[src/rtl/cla_pkg.sv]
package cla_pkg;
  localparam int unsigned SPAN_MAX = 32;

  // Carry into position idx+1 in expanded sum-of-products form:
  // OR over k<=idx of g[k]&p[k+1..idx], plus p[0..idx]&cin.
  function automatic logic sop_carry(input logic [SPAN_MAX-1:0] g,
                                     input logic [SPAN_MAX-1:0] p,
                                     input logic cin,
                                     input int unsigned idx);
    logic acc;
    logic term;
    acc = 1'b0;
    for (int unsigned k = 0; k <= idx; k++) begin
      term = g[k];
      for (int unsigned m = k + 1; m <= idx; m++) term = term & p[m];
      acc = acc | term;
    end
    term = cin;
    for (int unsigned m = 0; m <= idx; m++) term = term & p[m];
    return acc | term;
  endfunction

  // Product of all propagate terms in positions 0..idx.
  function automatic logic all_prop(input logic [SPAN_MAX-1:0] p,
                                    input int unsigned idx);
    logic t;
    t = 1'b1;
    for (int unsigned m = 0; m <= idx; m++) t = t & p[m];
    return t;
  endfunction
endpackage

[src/rtl/cla_group.sv]
module cla_group #(
  parameter int unsigned GW = 8
) (
  input  logic [GW-1:0] a_i,
  input  logic [GW-1:0] b_i,
  input  logic          cin_i,
  output logic [GW-1:0] sum_o,
  output logic          grp_gen_o,
  output logic          grp_prop_o,
  output logic          top_carry_o
);
  import cla_pkg::*;

  logic [GW-1:0]       bit_gen;
  logic [GW-1:0]       bit_prop;
  logic [GW:0]         carry;
  logic [SPAN_MAX-1:0] gen_x;
  logic [SPAN_MAX-1:0] prop_x;

  genvar i;
  generate
    for (i = 0; i < GW; i++) begin : g_bit
      assign bit_gen[i]  = a_i[i] & b_i[i];
      assign bit_prop[i] = a_i[i] | b_i[i];
    end
  endgenerate

  assign gen_x  = SPAN_MAX'(bit_gen);
  assign prop_x = SPAN_MAX'(bit_prop);
  assign carry[0] = cin_i;

  generate
    for (i = 0; i < GW; i++) begin : g_carry
      assign carry[i+1] = sop_carry(gen_x, prop_x, cin_i, i);
      assign sum_o[i]   = a_i[i] ^ b_i[i] ^ carry[i];
    end
  endgenerate

  assign grp_gen_o   = sop_carry(gen_x, prop_x, 1'b0, GW - 1);
  assign grp_prop_o  = all_prop(prop_x, GW - 1);
  assign top_carry_o = carry[GW];

  // R3/R4/R5 locally: group outputs agree with its own top carry
  always_comb begin
    if (grp_gen_o)
      a_r3_group_gen_carries: assert (top_carry_o) else $error("R3 group generate without carry");
    if (!grp_gen_o && !grp_prop_o)
      a_r5_group_kill: assert (!top_carry_o) else $error("R5 killed group produced carry");
    if (grp_prop_o && !grp_gen_o)
      a_r4_group_pass: assert (top_carry_o == cin_i) else $error("R4 propagate group mismatch");
  end
endmodule

[src/rtl/cla_lookahead.sv]
module cla_lookahead #(
  parameter int unsigned NG = 4
) (
  input  logic [NG-1:0] grp_gen_i,
  input  logic [NG-1:0] grp_prop_i,
  input  logic          cin_i,
  output logic [NG:0]   bnd_carry_o
);
  import cla_pkg::*;

  logic [SPAN_MAX-1:0] gen_x;
  logic [SPAN_MAX-1:0] prop_x;

  assign gen_x  = SPAN_MAX'(grp_gen_i);
  assign prop_x = SPAN_MAX'(grp_prop_i);
  assign bnd_carry_o[0] = cin_i;

  genvar j;
  generate
    for (j = 0; j < NG; j++) begin : g_bnd
      assign bnd_carry_o[j+1] = sop_carry(gen_x, prop_x, cin_i, j);
    end
  endgenerate
endmodule

[src/rtl/cla_adder32.sv]
module cla_adder32 #(
  parameter int unsigned GROUP_W = 8,
  parameter int unsigned GROUPS  = 4
) (
  input  logic [GROUP_W*GROUPS-1:0] a_i,
  input  logic [GROUP_W*GROUPS-1:0] b_i,
  input  logic                      cin_i,
  output logic [GROUP_W*GROUPS-1:0] sum_o,
  output logic                      cout_o
);
  localparam int unsigned WIDTH = GROUP_W * GROUPS;

  logic [GROUPS-1:0] grp_gen;
  logic [GROUPS-1:0] grp_prop;
  logic [GROUPS-1:0] grp_top_carry;
  logic [GROUPS:0]   bnd_carry;
  logic [WIDTH:0]    ref_total;

  genvar j;
  generate
    for (j = 0; j < GROUPS; j++) begin : g_grp
      cla_group #(.GW(GROUP_W)) u_grp (
        .a_i        (a_i[j*GROUP_W +: GROUP_W]),
        .b_i        (b_i[j*GROUP_W +: GROUP_W]),
        .cin_i      (bnd_carry[j]),
        .sum_o      (sum_o[j*GROUP_W +: GROUP_W]),
        .grp_gen_o  (grp_gen[j]),
        .grp_prop_o (grp_prop[j]),
        .top_carry_o(grp_top_carry[j])
      );
    end
  endgenerate

  cla_lookahead #(.NG(GROUPS)) u_la (
    .grp_gen_i  (grp_gen),
    .grp_prop_i (grp_prop),
    .cin_i      (cin_i),
    .bnd_carry_o(bnd_carry)
  );

  assign cout_o = bnd_carry[GROUPS];

  assign ref_total = {1'b0, a_i} + {1'b0, b_i} + {{WIDTH{1'b0}}, cin_i};

  always_comb begin
    a_r1_sum_matches: assert (sum_o == ref_total[WIDTH-1:0]) else $error("R1 sum mismatch");
    a_r2_carry_out: assert (cout_o == ref_total[WIDTH]) else $error("R2 carry-out mismatch");
    for (int k = 0; k < int'(GROUPS); k++) begin
      a_r8_boundary_agrees: assert (bnd_carry[k+1] == grp_top_carry[k]) else $error("R8 boundary carry mismatch");
    end
  end
endmodule

[config.mk]
export PLATFORM = sky130hd
export DESIGN_NAME = cla_adder32
export DESIGN_NICKNAME = d
export VERILOG_FILES = /design/src/rtl/cla_pkg.sv /design/src/rtl/cla_group.sv /design/src/rtl/cla_lookahead.sv /design/src/rtl/cla_adder32.sv
export SDC_FILE = /design/constraint.sdc
export NUM_CORES = 1
export LEC_CHECK = 0
export ABC_CLOCK_PERIOD_IN_PS = 2500
export BUFFER_PORTS_ARGS = -buffer_cell sky130_fd_sc_hd__buf_2
export CORE_ASPECT_RATIO = 2
export CORE_MARGIN = 1.5
export CORE_UTILIZATION = 40
export DETAILED_ROUTE_END_ITERATION = 16
export PLACE_DENSITY = 0.78
export SYNTH_ARGS = -nofsm -noshare
export SYNTH_HDL_FRONTEND = slang
export SYNTH_SLANG_ARGS = --single-unit
[constraint.sdc]
create_clock -name vclk -period 2.5
set_input_delay 0.25 -clock vclk [all_inputs]
set_output_delay 0.25 -clock vclk [all_outputs]
set_load 0.05 [all_outputs]
======== After elaboration in Yosys (flattened, before gate mapping) ========
Index checks and enable logic that the tools add are counted.
word-level totals
  output and inout bits ................... 33
  flip-flop bits (word level) ............. 0
operators by class
  bitwise gates (word level) .............. 456
operators by type and width
  kind               count
  1-bit bitwise AND  210
  1-bit OR           182
  1-bit XOR          64

======== Longest topological paths before layout ========
  depth in word-level cells ............... 29
  gate-level depth with buffers ........... 12

======== Cells and area by module ========
A second synthesis with hierarchy kept.
unflattened totals
  cells, all modules ...................... 302
  area total of the unflattened synthesis .. 2388.5 sq um
by module, submodules not included
  module         seq. area each (sq um)  area an instance (sq um)  instances  cells each
  cla_group      0.0                     585.6                     4          74
  cla_lookahead  0.0                     46.3                      1          6

======== Least setup slack after synthesis ========
No wires, ideal clock.
  path kind ............................... in2out
  start point ............................. in a_i[0]
  end point ............................... out sum_o[25]
  data arrival time ....................... 3.042 ns
  cell stages on the path ................. 11
  slack ................................... -0.792 ns
  path through ............................ ha_1 > nor2b_1 > o21ai_1 > a31oi_1 > a211o_1 > a22o_2 > a21bo_2 > a21oi_1 > o21bai_1 > fa_1 > xor2_1
on the way
  longest elaborated chain between the ends .. 23
RTL lines
  item                            RTL line          text
  start: declaration              cla_adder32.sv:5  input logic [GROUP_W*GROUPS-1:0] a_i,
  1-bit bitwise AND               cla_group.sv:23   assign bit_gen[i] = a_i[i] & b_i[i];
  1-bit bitwise AND (6 in a row)  cla_pkg.sv:15     for (int unsigned m = k + 1; m <= idx; m++) term = term & p[m];
  1-bit bitwise AND               -
  1-bit OR (7 in a row)           -
  1-bit bitwise AND (2 in a row)  cla_pkg.sv:15
  1-bit OR (2 in a row)           cla_pkg.sv:16     acc = acc | term;
  1-bit OR *                      cla_pkg.sv:20     return acc | term;
  1-bit bitwise AND *             cla_pkg.sv:19     for (int unsigned m = 0; m <= idx; m++) term = term & p[m];
  1-bit OR *                      cla_pkg.sv:20
  1-bit XOR *                     cla_group.sv:35   assign sum_o[i] = a_i[i] ^ b_i[i] ^ carry[i];
  end: declaration                cla_adder32.sv:8  output logic [GROUP_W*GROUPS-1:0] sum_o,
Every way passes the cells marked *; elsewhere a longest branch is shown, timed or not.

======== Worst setup path in the final report ========
  start point ............................. in a_i[1]
  end point ............................... out sum_o[25]
on the way
  longest elaborated chain between the ends .. 23
RTL lines
  item                            RTL line         text
  1-bit OR                        cla_group.sv:24  assign bit_prop[i] = a_i[i] | b_i[i];
  1-bit bitwise AND (6 in a row)  cla_pkg.sv:15
  1-bit bitwise AND               -
  1-bit OR (7 in a row)           -
  1-bit bitwise AND (2 in a row)  cla_pkg.sv:15
  1-bit OR (2 in a row)           cla_pkg.sv:16
  1-bit OR *                      cla_pkg.sv:20
  1-bit bitwise AND *             cla_pkg.sv:19
  1-bit OR *                      cla_pkg.sv:20
  1-bit XOR *                     cla_group.sv:35
Marks and branches as above.

==> summary.txt <==
Logic synthesis
  – Largest family of logic cells by synthesized area: adder cells
  – Post-synth top area share: approximately 39%
  – Xor-xnor portion of the synthesized cell area: between 10% and 20%
  – Syn Inst Count: 269
  – Post-synthesis adder-cell area fraction: around 43%
  – Register area share after synthesis: 0%
  – Mean Syn Cell Area: about 7.6 um2
  – Syn Nets: roughly 400
  – Post-synth top area cell: ha_1
  – Mux cell area share after synthesis: 0%
  – Mapped cell area: ~0.0020 mm2
  – Simple-gate share of the synthesized area: 12.0%
  – Ranking of synthesized cells by area: ha_1, inv_1, xnor2_1
  – Synth warn: 0
  – Compound-Gate Fraction of Synth Area: 17.5%
  – Synth cell types: 43

Critical path
  – Worst setup EP type: output port
  – Worst Path Arrival: about 2.6 ns
  – Startpoint types: primary input
  – Critical Path End: sum_o[25]
  – Cell Chain, Critical Path: buf_8 > inv_4 > ha_4 > nor4b_4 > o21ai_2 > a31oi_2 > a211o_1 > a22o_4 > a21bo_4 > a21oi_4 > o21bai_1 > fa_2 > xor2_4 > buf_6
  – Cell family with most CP delay: compound AO/OA/AOI/OAI gates
  – Critical Path Stages: 14
  – Critical Setup Path Class: primary input to output port
  – CP required: 2.25 ns
  – CP Max Fanout: 3
  – Largest stage delay, worst path: 0.39 ns
  – Crit path buf inv count: 3
  – Critical path's slowest cell: fa_2
  – Worst setup path start: a_i[1]

Die
  – Full die area: 0.00555 mm2
  – CORE AREA: 0.00486 mm2
  – Site Rows: 36
  – Die Wd: ~53 um
  – Die height: 104 um
  – Io pins: 98
  – Initial Utilization: between 40% and 50%

Timing
  – Max Freq: around 350 MHz
  – Minimum clock period: between 2 and 3 ns
  – Slew Viols, Final: 0
  – Slew headroom: 46.8%
  – Fin Hold WS: a little under 1 ns
  – Post-route setup slack: -0.343 ns
  – Endpoints failing hold: 0
  – Final Cycle Share: 114%
  – Final setup viols: 20
  – RSZ-0062 raised after global routing: yes
  – Slew at the pin closest to its max-slew limit: 0.787 ns

Final layout
  – Commonest non-fill, non-tap cell in the layout: inv_1
  – Syn-to-layout area delta: 90.5%
  – Final Core Density: about 80%
  – Total area of sequential cells: 0 um2
  – Flip-flop and latch count: 0
  – Share of cells above drive strength 1: a little under three fifths
  – Non-filler cells, final: about 480
  – Most frequent cells in the layout: inv_1, buf_2, ha_1, buf_4, buf_6
  – Fillers: about 300
  – Fin area: between 0.003 and 0.004 mm2
  – NumNets Final: about 560
  – # clk buffers: 0

Status
  – Status: finished, violations left
  – Failing checks: setup timing

Routing
  – Vias/cell: about 5.0
  – First DRT Iteration DRCs: 36
  – Routed wire length: between 6000 and 7000 um
  – DR WL/cell: between 10 and 15 um
  – First-pass iteration count of the detailed router: 4
  – Routed via count: between 2000 and 2500
  – DRC Markers: 0
  – Antenna Nets Post-Route: 0

Placement
  – Dpl ws: -0.618 ns
  – GP Congestion: approximately 0.74
  – Placed cells: between 400 and 500
  – DP HPWL: 5000 um
  – IO buf count: 98
  – Placed cell area: around 0.0033 mm2

GRT
  – Total GRT Usage: roughly 22%
  – Grt ovf: 0
  – First-pass GRT wire length: 9810 um
  – Initial antenna violation count: 1
  – Largest net degree at the start of global routing: 7
  – Vias in the first global route: 2487

Power and ir drop
  – Pwr dens: approximately 380 mW/mm2
  – Lkg Pwr: roughly 0.0021 uW
  – VDD IR-drop max: approximately 0.40 mV

Flow run
  – Max cap viols: 0

Min path
  – HP Class: primary input to output port
==> per-layer routing <==
| metal | vias to the layer above | global-route usage (%) | wire length (um) |
|---|---|---|---|
| met3 | 20 | 1.15 | 217 |
| met1 | 1129 | 17.9 | 1930 |
| met2 | 75 | 48.9 | 4090 |
| met5 | - | 0 | 0 |
| li1 | 1151 | - | - |
| met4 | 0 | 5.68 | 256 |
==> cell usage after synthesis (all sizes together), types with 3 or more instances <==
library cell / instances
a211o: 3
a21oi: 12
a31oi: 3
and3: 4
fa: 4
ha: 64
inv: 85
nand2b: 4
nor2: 16
nor2b: 4
nor3: 3
o21ai: 4
o21bai: 6
o41ai: 3
xnor2: 15
xor2: 12
==> power breakdown <==
| part | internal (uW) | switching [uW] | total, uW |
|---|---|---|---|
| combinational | 617 | 854 | 1470 |
| clock | 0.0000537 | 0 | 0.0000537 |
| sequential | 0 | 0 | 0 |
==> what timing repair did <==
action,4_1_cts,5_1_grt
buffers inserted,5,5
hold buffers,0,0
pin swaps,33,17
gates resized for setup,91,28
endpoints found under the setup margin,24,24
==> area by class of cell <==
type	count	area (um2)	area share (%)
Antenna cell	1	2.50	0.0645
Inverter	85	334	8.61
Multi-Input combinational cell	184	2350	60.5
Tap cell	57	71.3	1.84
Timing Repair Buffer	152	1120	29.0
==> logic make-up after synthesis <==
logic type / after synthesis
AND/OR/NAND/NOR: 44
adder cells (fa/ha/maj): 68
AO/OA/AOI/OAI: 45
buffers and inverters: 85
XOR/XNOR: 27
==> per-stage QoR <==
step / total power (uW) / setup TNS, ns
global route: 1550 / -5.60
global placement: 1180 / -7.19
CTS: 1410 / -4.11
detailed placement: 1200 / -9.01
floorplan: 887 / -1.29
finish: 1470 / -3.79
==> tightest hold or removal path, cell delays in order <==
cell and delay, ns:
buf_2 0.09, ha_1 0.13, a21oi_1 0.06, o31ai_4 0.05
buf_6 0.15
==> how the worst min path moves through the flow <==
| stage | cells after the start | from | endpoint | slack [ns] |
|---|---|---|---|---|
| final | 5 | b_i[31] | cout_o | 0.98 |
| after global routing | 5 | a_i[17] | sum_o[17] | 0.99 |
| after CTS | 5 | b_i[31] | cout_o | 0.98 |
| after detailed placement | 3 | b_i[16] | sum_o[16] | 1.03 |
| after global placement | 3 | b_i[16] | sum_o[16] | 1.03 |
| after floorplan | 3 | b_i[31] | cout_o | 0.81 |
No activity file was read; power rests on OpenSTA's default activity.
